### src/rtl/gpio_irq_detect.sv
`timescale 1ns/1ps
module gpio_irq_detect #(
  parameter int NPINS = 32,
  parameter int AW    = 3
) (
  input  logic             clk_i,
  input  logic             rst_ni,
  input  logic [NPINS-1:0] data_in_i,
  input  logic             reg_we_i,
  input  logic [AW-1:0]    reg_addr_i,
  input  logic [NPINS-1:0] reg_wdata_i,
  output logic [NPINS-1:0] reg_rdata_o,
  output logic [NPINS-1:0] irq_o
);
  localparam logic [AW-1:0] A_PEND = AW'(0);
  localparam logic [AW-1:0] A_OEN  = AW'(1);
  localparam logic [AW-1:0] A_TEST = AW'(2);
  localparam logic [AW-1:0] A_RISE = AW'(3);
  localparam logic [AW-1:0] A_FALL = AW'(4);
  localparam logic [AW-1:0] A_HIGH = AW'(5);
  localparam logic [AW-1:0] A_LOW  = AW'(6);
  localparam logic [NPINS-1:0] ZERO = '0;

  logic [NPINS-1:0] prev_q, state_q, oen_q;
  logic [NPINS-1:0] en_rise_q, en_fall_q, en_high_q, en_low_q;
  logic [NPINS-1:0] hit, clr, force_set, state_d;

  wire wr_pend = reg_we_i && reg_addr_i == A_PEND;
  wire wr_test = reg_we_i && reg_addr_i == A_TEST;

  assign hit = (data_in_i & ~prev_q & en_rise_q)
             | (~data_in_i & prev_q & en_fall_q)
             | (data_in_i & en_high_q)
             | (~data_in_i & en_low_q);

  assign clr       = wr_pend ? reg_wdata_i : ZERO;
  assign force_set = wr_test ? reg_wdata_i : ZERO;
  assign state_d   = (state_q & ~clr) | hit | force_set;

  always_ff @(posedge clk_i or negedge rst_ni) begin
    if (!rst_ni) begin
      prev_q    <= '0;
      state_q   <= '0;
      oen_q     <= '0;
      en_rise_q <= '0;
      en_fall_q <= '0;
      en_high_q <= '0;
      en_low_q  <= '0;
    end else begin
      prev_q  <= data_in_i;
      state_q <= state_d;
      if (reg_we_i) begin
        case (reg_addr_i)
          A_OEN:   oen_q     <= reg_wdata_i;
          A_RISE:  en_rise_q <= reg_wdata_i;
          A_FALL:  en_fall_q <= reg_wdata_i;
          A_HIGH:  en_high_q <= reg_wdata_i;
          A_LOW:   en_low_q  <= reg_wdata_i;
          default: ;
        endcase
      end
    end
  end

  always_comb begin
    case (reg_addr_i)
      A_PEND:  reg_rdata_o = state_q;
      A_OEN:   reg_rdata_o = oen_q;
      A_RISE:  reg_rdata_o = en_rise_q;
      A_FALL:  reg_rdata_o = en_fall_q;
      A_HIGH:  reg_rdata_o = en_high_q;
      A_LOW:   reg_rdata_o = en_low_q;
      default: reg_rdata_o = ZERO;
    endcase
  end

  assign irq_o = state_q & oen_q;
endmodule

### config.mk
export PLATFORM = sky130hd
export DESIGN_NAME = gpio_irq_detect
export DESIGN_NICKNAME = d
export VERILOG_FILES = /design/src/rtl/gpio_irq_detect.sv
export SDC_FILE = /design/constraint.sdc
export NUM_CORES = 1
export LEC_CHECK = 0
export ABC_AREA = 1
export CAP_MARGIN = 40
export CORE_MARGIN = 8
export CORE_UTILIZATION = 50
export DETAILED_ROUTE_END_ITERATION = 10
export GPL_TIMING_DRIVEN = 1
export MAX_ROUTING_LAYER = met4
export PLACE_DENSITY = 0.72
export SYNTH_ARGS = -nofsm -noshare
export SYNTH_HDL_FRONTEND = slang
export SYNTH_SLANG_ARGS = --single-unit
### constraint.sdc
create_clock -name clk_i -period 2.5 [get_ports clk_i]
set_input_delay 0.5 -clock clk_i [delete_from_list [all_inputs] [get_ports clk_i]]
set_output_delay 0.5 -clock clk_i [all_outputs]
set_load 0.01 [all_outputs]
==> results.md, run 1 <==
- Post-route insts no fill: 1949
- Fraction of layout cells with a size suffix above 1: 7.216%
- Syn Area/Cell: 7.561 um^2
- Later-pin clock latency in the skew report: 530 ps
- RSZ-0062 raised after global routing: true
- Clock power share: 36.0%
- NetSw: 0.003023 W
- Post-CTS Setup Repair Bufs: 0
- Setup_tns: 0 ps
- PortBufs: 133
- I/O Pins: 134
- PwrDens: 730.2 mW/mm^2
- TritonCTS clock tree: done
- Critical path endpoint category: primary output
- Via/cell ratio: 5.611
- Hold depth: 1
- Gp weighted congestion: 0.8671
- Most common cell after layout, fill and taps aside: nand2_1
- ANT nets after route: 0
- Area growth from synthesis to layout: 23.97%
- Chip width: 167.6 um
- Drt initial violations: 1067
- EDFF count, synth: 0
- Worst r2r src: en_high_q[11]
- Total CTS buffers: 25
- Area leader, netlist: dfrtp_1
- Area after detailed placement: 0.01331 mm^2
- Commonest cells after routing, fill and taps aside: nand2_1, dfrtp_1, inv_1
- Class of the worst hold path: primary input to flop
- Seq pwr share: 44.0%
- Max-cap violations: 0
- Gate power share: 20.0%
- Pins Over Slew Limit: 0
- Sw Share: 29.05%
- Arr. time, crit path: 1950 ps
- Crit path max fanout: 29
- Root Buffer: clkbuf_16
- #FFs+latches synth: 224
- Largest net degree at the start of global routing: 58
- Starting density of the core: 50.91%
- Vias: 10940
- Static leakage: 7.415 nW
- Synthesized area: 0.01149 mm^2
- Drt total wl: 34530 um
- Antenna violations before repair: 1
- Layout Skew: 19.42 ps
- Post-synthesis cell type count: 23
- Startpoint class of the critical path: primary input
- Hold Crit Start: data_in_i[21]
- Synthesized instance count: 1520
- Pint: 0.007381 W
- Die height: 167.6 um
- R2r worst-path depth: 4
- Residual DRC: 0
- Top post-synthesis cells by area: dfrtp_1, nand2_1, nand4_1
- Final count of negative-setup-slack endpoints: 0
- Dpl hpwl: 22540 um
- H-tree depth: 1
- Fmax: 408.6 MHz
- Period utilization: 97.89%
- Clock Tree Buf Depth: 3
- Clk sink count: 224
- CP startpoint: reg_addr_i[0]
- Vias in the first global route: 11000
- Finished Cell Area: 0.01425 mm^2
- Maximum vdd drop: 0.4594 mV
- Worst-Margin Slew: 516.0 ps
- Placed insts: 1902
- Seq/Total Area, Yosys: 48.78%
- Row count: 55
- Async SR Flop Fraction: 100.0%
- Clk slew on worst S/H paths: 60 ps
- Die footprint: 0.02809 mm^2
- Req. time, crit path: 2000 ps
- Fin nets: 1715
- CP Class: primary input to primary output
- Time the worst path needs with I/O delays and setup: 2447 ps
- GRT overflow: 0
- Global-route usage over all layers: 25.34%
- Reg2reg end: state_q[11]
- Total Power: 0.01040 W
- Synth top area share: 48.78%
- Max_slew headroom: 65.60%
- Hold endpoint: prev_q[21]
- Predominant post-synthesis flop cell: dfrtp_1
- Initial DRT Pass Iterations: 7
- WL per Instance: 17.71 um
- First-pass GRT wire length: 56970 um
- Core ar.: 0.02257 mm^2
- Fin. Hold Viols: 0
- Syn nets: 1590
- R2R Setup Slk: 1600 ps
- Outcome: complete, no violations
- Ys Warns: 0
-- Yosys cell counts, types with 4 or more instances --
cell	count
clkbuf_1	12
inv_2	4
nand3_1	102
buf_4	13
clkbuf_2	4
nand3b_1	32
o21ai_0	112
dfrtp_1	224
nand4_1	120
buf_2	52
buf_1	10
nor2_1	87
inv_1	168
nand2_1	492
o21ai_1	74
-- per-stage QoR --
stage                     setup slack (ps)  util, %  hold WS [ps]
final                                52.68    63.12         436.7
after global routing                -6.140    63.12         433.7
after CTS                            4.404    62.79         422.1
after detailed placement           -0.4432    58.95         463.6
after global placement               31.22    58.95         462.5
after floorplan                      668.6        -         204.4
-- worst max path at each step --
stage | end | slack, ps | cells past startpoint
floorplan | reg_rdata_o[1] | 670 | 8
global placement | reg_rdata_o[5] | 30 | 9
detailed placement | reg_rdata_o[25] | -0.4 | 7
CTS | reg_rdata_o[31] | 4 | 9
global route | reg_rdata_o[25] | -6 | 8
finish | reg_rdata_o[23] | 50 | 9
-- state kept, by name (all words and copies together), names as in the netlist --
signal	cells
en_fall_q	32
en_high_q	32
en_low_q	32
en_rise_q	32
oen_q	32
prev_q	32
state_q	32
-- routing by layer --
metal | part of all wire [%] | track usage, % | routed length [um]
met4 | 2.8 | 8.540 | 971
met3 | 7.9 | 4.185 | 2734
met1 | 43 | 32.29 | 14820
met2 | 46 | 40.71 | 16000
met5 | 0 | - | 0
-- power groups by stage --
stage	combinational [W]	sequential, W	clock (W)
CTS	0.00210	0.00457	0.00379
global route	0.00234	0.00465	0.00394
floorplan	0.00116	0.00450	0
global placement	0.00203	0.00462	0
detailed placement	0.00208	0.00463	0
finish	0.00208	0.00458	0.00375
-- critical path: stages --
cell	delay, ps
buf_2	110
buf_12	140
nor2_8	140
buf_12	200
nand3_1	90
nand2_1	70
nor2_1	50
nand2_1	80
clkdlybuf4s50_1	540
-- area by class of cell --
class / count / area [um^2]
fill: 1957 / 8324
antenna: 1 / 2.502
sequential: 224 / 5605
timing repair buffer: 191 / 2001
tap: 285 / 356.6
clock inverter: 5 / 53.80
multi-input combinational: 1031 / 4778
inverter: 172 / 648.1
clock buffer: 40 / 802.0
-- repair_timing --
item | CTS | global route
setup endpoints to repair | 0 | 28
hold buffers | 1 | 0
hold endpoints to repair | 50 | 0
gates resized for setup | 0 | 27
-- cells by family (layout without fill, tap and decap cells) --
group                  after synthesis  in the layout  share of synthesized area, %
other                                0              1                             0
buffers and inverters              265            408                         9.820
and+or+nand+nor                    843            843                         33.22
AOI/OAI and AO/OA                  188            188                         8.187
DFF                                224            224                         48.78
Note: power is estimated with default switching activity, not from simulation.
==> run 2: changes to the inputs <==
- ABC_CLOCK_PERIOD_IN_PS: unset -> 2500
==> results of run 2 <==
Same layout as run 1: the final DEF is identical, and so are final timing and power.
==> run 3: changes to the inputs <==
- SLEW_MARGIN: unset -> 20
==> results of run 3 <==
Same layout as run 1: the final DEF is identical, and so are final timing and power.
